--- src/rtl/ce_guard_pkg.sv ---
package ce_guard_pkg;
  typedef enum logic [1:0] {
    GATE_CLOSED = 2'b00,
    GATE_OPEN   = 2'b01,
    GATE_GRACE  = 2'b10
  } gate_state_e;
endpackage

--- src/rtl/ce_guard_timer.sv ---
module ce_guard_timer #(
  parameter int CYC = 500
) (
  input  logic clk_i,
  input  logic rst_ni,
  input  logic run_i,
  output logic done_o
);
  localparam int W = $clog2(CYC + 1);
  localparam logic [W-1:0] LAST = W'(CYC - 1);

  logic [W-1:0] cnt_q;

  always_ff @(posedge clk_i or negedge rst_ni) begin
    if (!rst_ni)            cnt_q <= '0;
    else if (!run_i)        cnt_q <= '0;
    else if (cnt_q != LAST) cnt_q <= cnt_q + 1'b1;
  end

  assign done_o = run_i && (cnt_q == LAST);

  // counter never runs past the final grace cycle
  assert_cnt_bound_R5: assert property (@(posedge clk_i) disable iff (!rst_ni)
    cnt_q <= LAST);
  assert_cnt_clear_R5: assert property (@(posedge clk_i) disable iff (!rst_ni)
    !run_i |=> cnt_q == '0);
endmodule

--- src/rtl/ce_guard_ctrl.sv ---
module ce_guard_ctrl
  import ce_guard_pkg::*;
(
  input  logic        clk_i,
  input  logic        rst_ni,
  input  logic        sup_rst_i,
  input  logic        ce_ni,
  input  logic        grace_done_i,
  output gate_state_e state_o
);
  gate_state_e st_q, st_d;

  always_comb begin
    st_d = st_q;
    unique case (st_q)
      GATE_CLOSED: if (!sup_rst_i) st_d = GATE_OPEN;
      GATE_OPEN:   if (sup_rst_i)  st_d = ce_ni ? GATE_CLOSED : GATE_GRACE;
      GATE_GRACE: begin
        if (!sup_rst_i)                 st_d = GATE_OPEN;
        else if (ce_ni || grace_done_i) st_d = GATE_CLOSED;
      end
      default: st_d = GATE_CLOSED;
    endcase
  end

  always_ff @(posedge clk_i or negedge rst_ni) begin
    if (!rst_ni) st_q <= GATE_CLOSED;
    else         st_q <= st_d;
  end

  assign state_o = st_q;

  assert_close_idle_R2: assert property (@(posedge clk_i) disable iff (!rst_ni)
    (st_q == GATE_OPEN && sup_rst_i && ce_ni) |=> st_q == GATE_CLOSED);
  assert_grace_entry_R3: assert property (@(posedge clk_i) disable iff (!rst_ni)
    (st_q == GATE_OPEN && sup_rst_i && !ce_ni) |=> st_q == GATE_GRACE);
  assert_grace_release_R4: assert property (@(posedge clk_i) disable iff (!rst_ni)
    (st_q == GATE_GRACE && sup_rst_i && ce_ni) |=> st_q == GATE_CLOSED);
  assert_stay_closed_R7: assert property (@(posedge clk_i) disable iff (!rst_ni)
    (st_q == GATE_CLOSED && sup_rst_i) |=> st_q == GATE_CLOSED);
  assert_reopen_R8: assert property (@(posedge clk_i) disable iff (!rst_ni)
    (st_q != GATE_OPEN && !sup_rst_i) |=> st_q == GATE_OPEN);
endmodule

--- src/rtl/ce_guard_drive.sv ---
module ce_guard_drive
  import ce_guard_pkg::*;
(
  input  gate_state_e state_i,
  input  logic        ce_ni,
  output logic        ce_no
);
  // pass path is pure logic; closed state forces the inactive level
  assign ce_no = (state_i == GATE_CLOSED) ? 1'b1 : ce_ni;
endmodule

--- src/rtl/ce_guard.sv ---
module ce_guard
  import ce_guard_pkg::*;
#(
  parameter int CLK_HZ   = 50_000_000,
  parameter int GRACE_US = 10
) (
  input  logic       clk_i,
  input  logic       rst_ni,
  input  logic       sup_rst_i,
  input  logic       ce_ni,
  output logic       ce_no,
  output logic [1:0] state_o
);
  localparam int RAW_CYC   = (CLK_HZ / 1_000_000) * GRACE_US;
  localparam int GRACE_CYC = (RAW_CYC < 1) ? 1 : RAW_CYC;

  gate_state_e st;
  logic        grace_done;

  ce_guard_timer #(.CYC(GRACE_CYC)) u_timer (
    .clk_i  (clk_i),
    .rst_ni (rst_ni),
    .run_i  (st == GATE_GRACE),
    .done_o (grace_done)
  );

  ce_guard_ctrl u_ctrl (
    .clk_i        (clk_i),
    .rst_ni       (rst_ni),
    .sup_rst_i    (sup_rst_i),
    .ce_ni        (ce_ni),
    .grace_done_i (grace_done),
    .state_o      (st)
  );

  ce_guard_drive u_drive (
    .state_i (st),
    .ce_ni   (ce_ni),
    .ce_no   (ce_no)
  );

  assign state_o = st;

  always_comb begin
    if (!rst_ni) assert_por_closed_R9: assert (ce_no == 1'b1);
  end

  assert_pass_R1: assert property (@(posedge clk_i) disable iff (!rst_ni)
    (st != GATE_CLOSED) |-> ce_no == ce_ni);
  assert_block_high_R6: assert property (@(posedge clk_i) disable iff (!rst_ni)
    (st == GATE_CLOSED) |-> ce_no);
  assert_timeout_R5: assert property (@(posedge clk_i) disable iff (!rst_ni)
    (st == GATE_GRACE && grace_done && sup_rst_i) |=> st == GATE_CLOSED);
endmodule

--- config.mk ---
export PLATFORM = sky130hd
export DESIGN_NAME = ce_guard
export DESIGN_NICKNAME = d
export VERILOG_FILES = /design/src/rtl/ce_guard_pkg.sv /design/src/rtl/ce_guard_timer.sv /design/src/rtl/ce_guard_ctrl.sv /design/src/rtl/ce_guard_drive.sv /design/src/rtl/ce_guard.sv
export SDC_FILE = /design/constraint.sdc
export NUM_CORES = 1
export LEC_CHECK = 0
export BUFFER_PORTS_ARGS = -buffer_cell sky130_fd_sc_hd__buf_2
export CELL_PAD_IN_SITES_DETAIL_PLACEMENT = 0
export CELL_PAD_IN_SITES_GLOBAL_PLACEMENT = 1
export CORE_UTILIZATION = 37
export CTS_CLUSTER_SIZE = 20
export DETAILED_ROUTE_END_ITERATION = 7
export PLACE_DENSITY_LB_ADDON = 0.1
export SETUP_SLACK_MARGIN = 0.5
export SLEW_MARGIN = 10
export SYNTH_ARGS = -nofsm -noshare
export SYNTH_HDL_FRONTEND = slang
export SYNTH_SLANG_ARGS = --single-unit
--- constraint.sdc ---
create_clock -name clk_i -period 1.7 [get_ports clk_i]
set_input_delay 0.425 -clock clk_i [delete_from_list [all_inputs] [get_ports clk_i]]
set_output_delay 0.425 -clock clk_i [all_outputs]
set_load 0.1 [all_outputs]
---- Yosys cells after proc, flatten, opt, wreduce, memory -nomap -nowiden ----
Index checks and enable logic that the tools add are counted.
operators by class
  $add $sub $neg .......................... 1
  equality and inequality tests ........... 8
  muxes and demuxes ....................... 9
  reduce and logical (&&, ||, !) cells .... 4
operator list
  cell                                                                   number
  9-bit two-way mux                                                      2
  2-bit two-way mux                                                      5
  9-bit by 1-bit adder with 9-bit output, second input constant          1
  9-bit equality test, second input constant                             1
  9-bit != test, second input constant                                   1
  2-bit != test, second input constant                                   3
  2-bit one-hot mux with 3 select lines                                  1
  3-bit by 2-bit != test with 1-bit output, second input constant        1
  3-bit AND reduction                                                    1
  2-bit by 1-bit equality test with 1-bit output, second input constant  1
  2-bit equality test, second input constant                             1
  2-bit zero test                                                        1
  1-bit logical AND                                                      1
  1-bit logical OR                                                       1
  1-bit two-way mux                                                      1
word-level totals
  bits in registers ....................... 11
  input bits .............................. 4
  output and inout port bits .............. 3

---- Depth between registers and ports, before layout ----
  depth after elaboration ................. 6
  gate-level depth with buffers ........... 4

---- Hierarchy ----
From an unflattened synthesis, not the netlist that was laid out.
unflattened totals
  cell total of the unflattened synthesis .. 56
  area total of the unflattened synthesis .. 609.3 µm²
by module, submodules not included
  module          times used  cells each  area an instance (µm²)
  ce_guard_timer  1           47          500.5
  ce_guard_ctrl   1           7           87.6
  ce_guard        1           1           13.8
  ce_guard_drive  1           1           7.5

---- Worst setup path before layout ----
No wires, ideal clock.
  path type ............................... reg2out
  start ................................... register u_ctrl.st_q[0] (netlist: u_ctrl.state_o[0])
  end ..................................... output port ce_no
  data arrival time ....................... 2343 ps
  setup slack ............................. -1068 ps
  cell stages (with the launch flop) ...... 2
  cell sequence ........................... dfrtp_1 o21bai_1
between the ends
  cells in the longest elaborated chain, start to end .. 2
RTL lines
  element                   RTL line             source
  start: declaration        ce_guard_ctrl.sv:11  gate_state_e st_q, st_d;
  start signal: assignment  ce_guard_ctrl.sv:28  else st_q <= st_d;
  2-bit zero test           ce_guard_drive.sv:9  assign ce_no = (state_i == GATE_CLOSED) ? 1'b1 : ce_ni;
  1-bit two-way mux         ce_guard_drive.sv:9
  end: declaration          ce_guard.sv:11       output logic ce_no,
No other way between the ends.

---- Worst setup path in the final report ----
Ends and elaborated chain as after synthesis.

==> flow_summary.toml <==
[critical_path]
path_cells = "o21bai_4, buf_12"
r2r_slack_ns = 0.42
cp.required_ns = 1.27
critPathTopFamily = "flip-flops"
crit_path_end = "ce_no"
cp_max_fo = 3
worstSetupPathDepth = 2
critical_path_class = "reg -> out"
r2r_end = "u_timer.cnt_q[2]$_DFFE_PN0P_"
reg2reg_depth = 3
cp-end-kind = "primary output"
reg2reg_from = "u_ctrl.state_o[0]$_DFFE_PN0P_"
slowest_stage = "dfrtp_4"
critPathMaxStageDelay_ns = 0.50
start_kind = "flip-flop"
crit_path_start = "u_ctrl.state_o[0]$_DFFE_PN0P_"
cp.arrival_ns = 1.12
crit_buf_inv = 1

[floorplan]
die_w_um = 40.44
pin_count = 7
start_util_pct = 40.99
core_sq_mm = 0.001334
rows = 13
dieArea_sq_mm = 0.001635
die_height_um = 40.44

[yosys]
synth_cells = 54
synth_area_sq_um = 546.8
synth_area_leaders = "dfrtp_1, a21oi_1, o21ai_0, or3_1, nand4_4"
ys_seq_area_share_pct = 50.34
ys_warn_count = 0
synth.avg_cell_area_sq_um = 10.13
yosys.area.top_type = "dfrtp_1"
synth_nets = 59
ys_ff_latch = 11
post-synth-top-area-fraction_pct = 50.34
ys_types = 23

[detailed_routing]
dr.first_iter.drc_count = 7
vias = 446
via_per_inst = 5.373
wl_per_cell_um = 14.12
wl_um = 1172
ant_nets = 0
first_pass_iters = 3
drc = 0

[hold_path]
hold_class = "in -> async"

[final_layout]
mostFrequentLayoutCells = "a21oi_1, buf_4, dfrtp_1"
n_antenna_cell = 0
utilization_pct = 57.97
nets = 74
fin_cells = 83
drive_gt1_share_pct = 41.18
areaGrowthSynthToFinish_pct = 41.42
nFillCells = 122

[place]
io_buffer_count = 6
dp_hpwl_um = 764.3
post-place-ws_ns = 0.3502
place_inst = 74
gp_congestion = 0.7128

[clock_tree]
cts_hold_buf = 0
clkTransAtPathRegs_ns = 0.08
numCtsBuffers = 3
clockBufferDepth = 2
cts_tree = "built"
htree_levels = 1
cts_root_buf = "clkbuf_4"
cts_sinks = 11
clkLatencyLatePin_ns = 0.27

[global_route]
grt_use_total_pct = 19.24
met1_usage_pct = 23.29
gr-usage-met2_pct = 30.95
grt_pass1_wl_um = 1966
grt_max_degree = 12
grt.busiest_layer = "met2"
antenna_found_initial = 0
grt_pass1_vias = 444
use_met3_pct = 3.333
grt_overflow_total = 0

[sta]
finalHoldViolations = 0
max_freq_mhz = 649.1
fin_skew_ns = 0.005066
finalSetupTns_ns = 0
finalWorstSetupSlack_ns = 0.1595
fin_crit_sh_pct = 90.62
slew_viol_final = 0
max_slew_margin_pct = 77.10
rsz0062_at_grt = "true"
finalSetupViolations = 0
worst_slew_pin_slew_ns = 0.3435
finalCriticalPeriod_ns = 1.541

[power]
ir_worst_vdd_v = 0.0003689
power.density_mw_per_mm2 = 695.2
power.total_mw = 0.5376
power.leakage_nw = 0.2867

[job]
maxCapViolCount = 0

[run_status]
status = "finished clean"
worst min-delay path by stage:
stage,startpoint,end,cells past startpoint
after global routing,rst_ni,u_timer.cnt_q[2]$_DFFE_PN0P_,1
after CTS,rst_ni,u_timer.cnt_q[2]$_DFFE_PN0P_,1
after floorplan,rst_ni,u_timer.cnt_q[0]$_DFFE_PN0P_,0
final,rst_ni,u_timer.cnt_q[2]$_DFFE_PN0P_,1
after detailed placement,rst_ni,u_timer.cnt_q[2]$_DFFE_PN0P_,1
after global placement,rst_ni,u_timer.cnt_q[2]$_DFFE_PN0P_,1
logic make-up after synthesis:
group	Yosys count	share of synthesized area [%]
simple gates	20	23.57
fa+ha+maj	1	2.288
compound gates	17	18.54
xor+xnor	2	3.204
buf+inv	3	2.059
flops	11	50.34
power breakdown:
group          internal, mW  switching, mW
logic                0.0305         0.0498
registers             0.267        0.00543
clock network        0.0908         0.0945
total                 0.388          0.150
flip-flops by register name, indices dropped and copies added (netlist names):
register / count
u_timer.cnt_q: 9
u_ctrl.state_o: 2
layout make-up:
class	count	area, sq um	share of cell area, %
clock buffers	4	26.28	3.398
inverters	2	7.507	0.9709
multi-input cells	40	329.1	42.56
flip-flops and latches	11	287.8	37.22
well taps	15	18.77	2.427
repair buffers	11	103.9	13.43
repair_timing:
item	CTS	global route
pin swaps	1	1
endpoints found under the setup margin	9	13
endpoints found under the hold margin	0	0
buffers inserted	3	2
gates resized for setup	7	11
metal layers:
metal  routed length, um  vias up
met5                   0        -
met4                   4        0
met3                  31        2
met2                 565        7
met1                 570      211
li1                    -      226
stage by stage:
step	area (sq um)	hold slack [ns]
after floorplan	574.3	0.1294
after global placement	633.1	0.3120
after detailed placement	633.1	0.3143
after CTS	726.9	0.01140
after global routing	773.2	0.01528
final	773.2	0.008870
synth_stat cells (all sizes together):
cell      n
nand3     3
xnor2     1
inv       2
o2111ai   1
nor3      2
nand2b    3
o21ai     5
clkbuf    1
dfrtp    11
o21bai    1
xor2      1
nor2      2
nor2b     1
nand4bb   1
o211ai    1
nand4     2
ha        1
a21oi     6
o31ai     2
o21a      1
nand2     2
or3       4
Power figures use the tool's default switching activity.
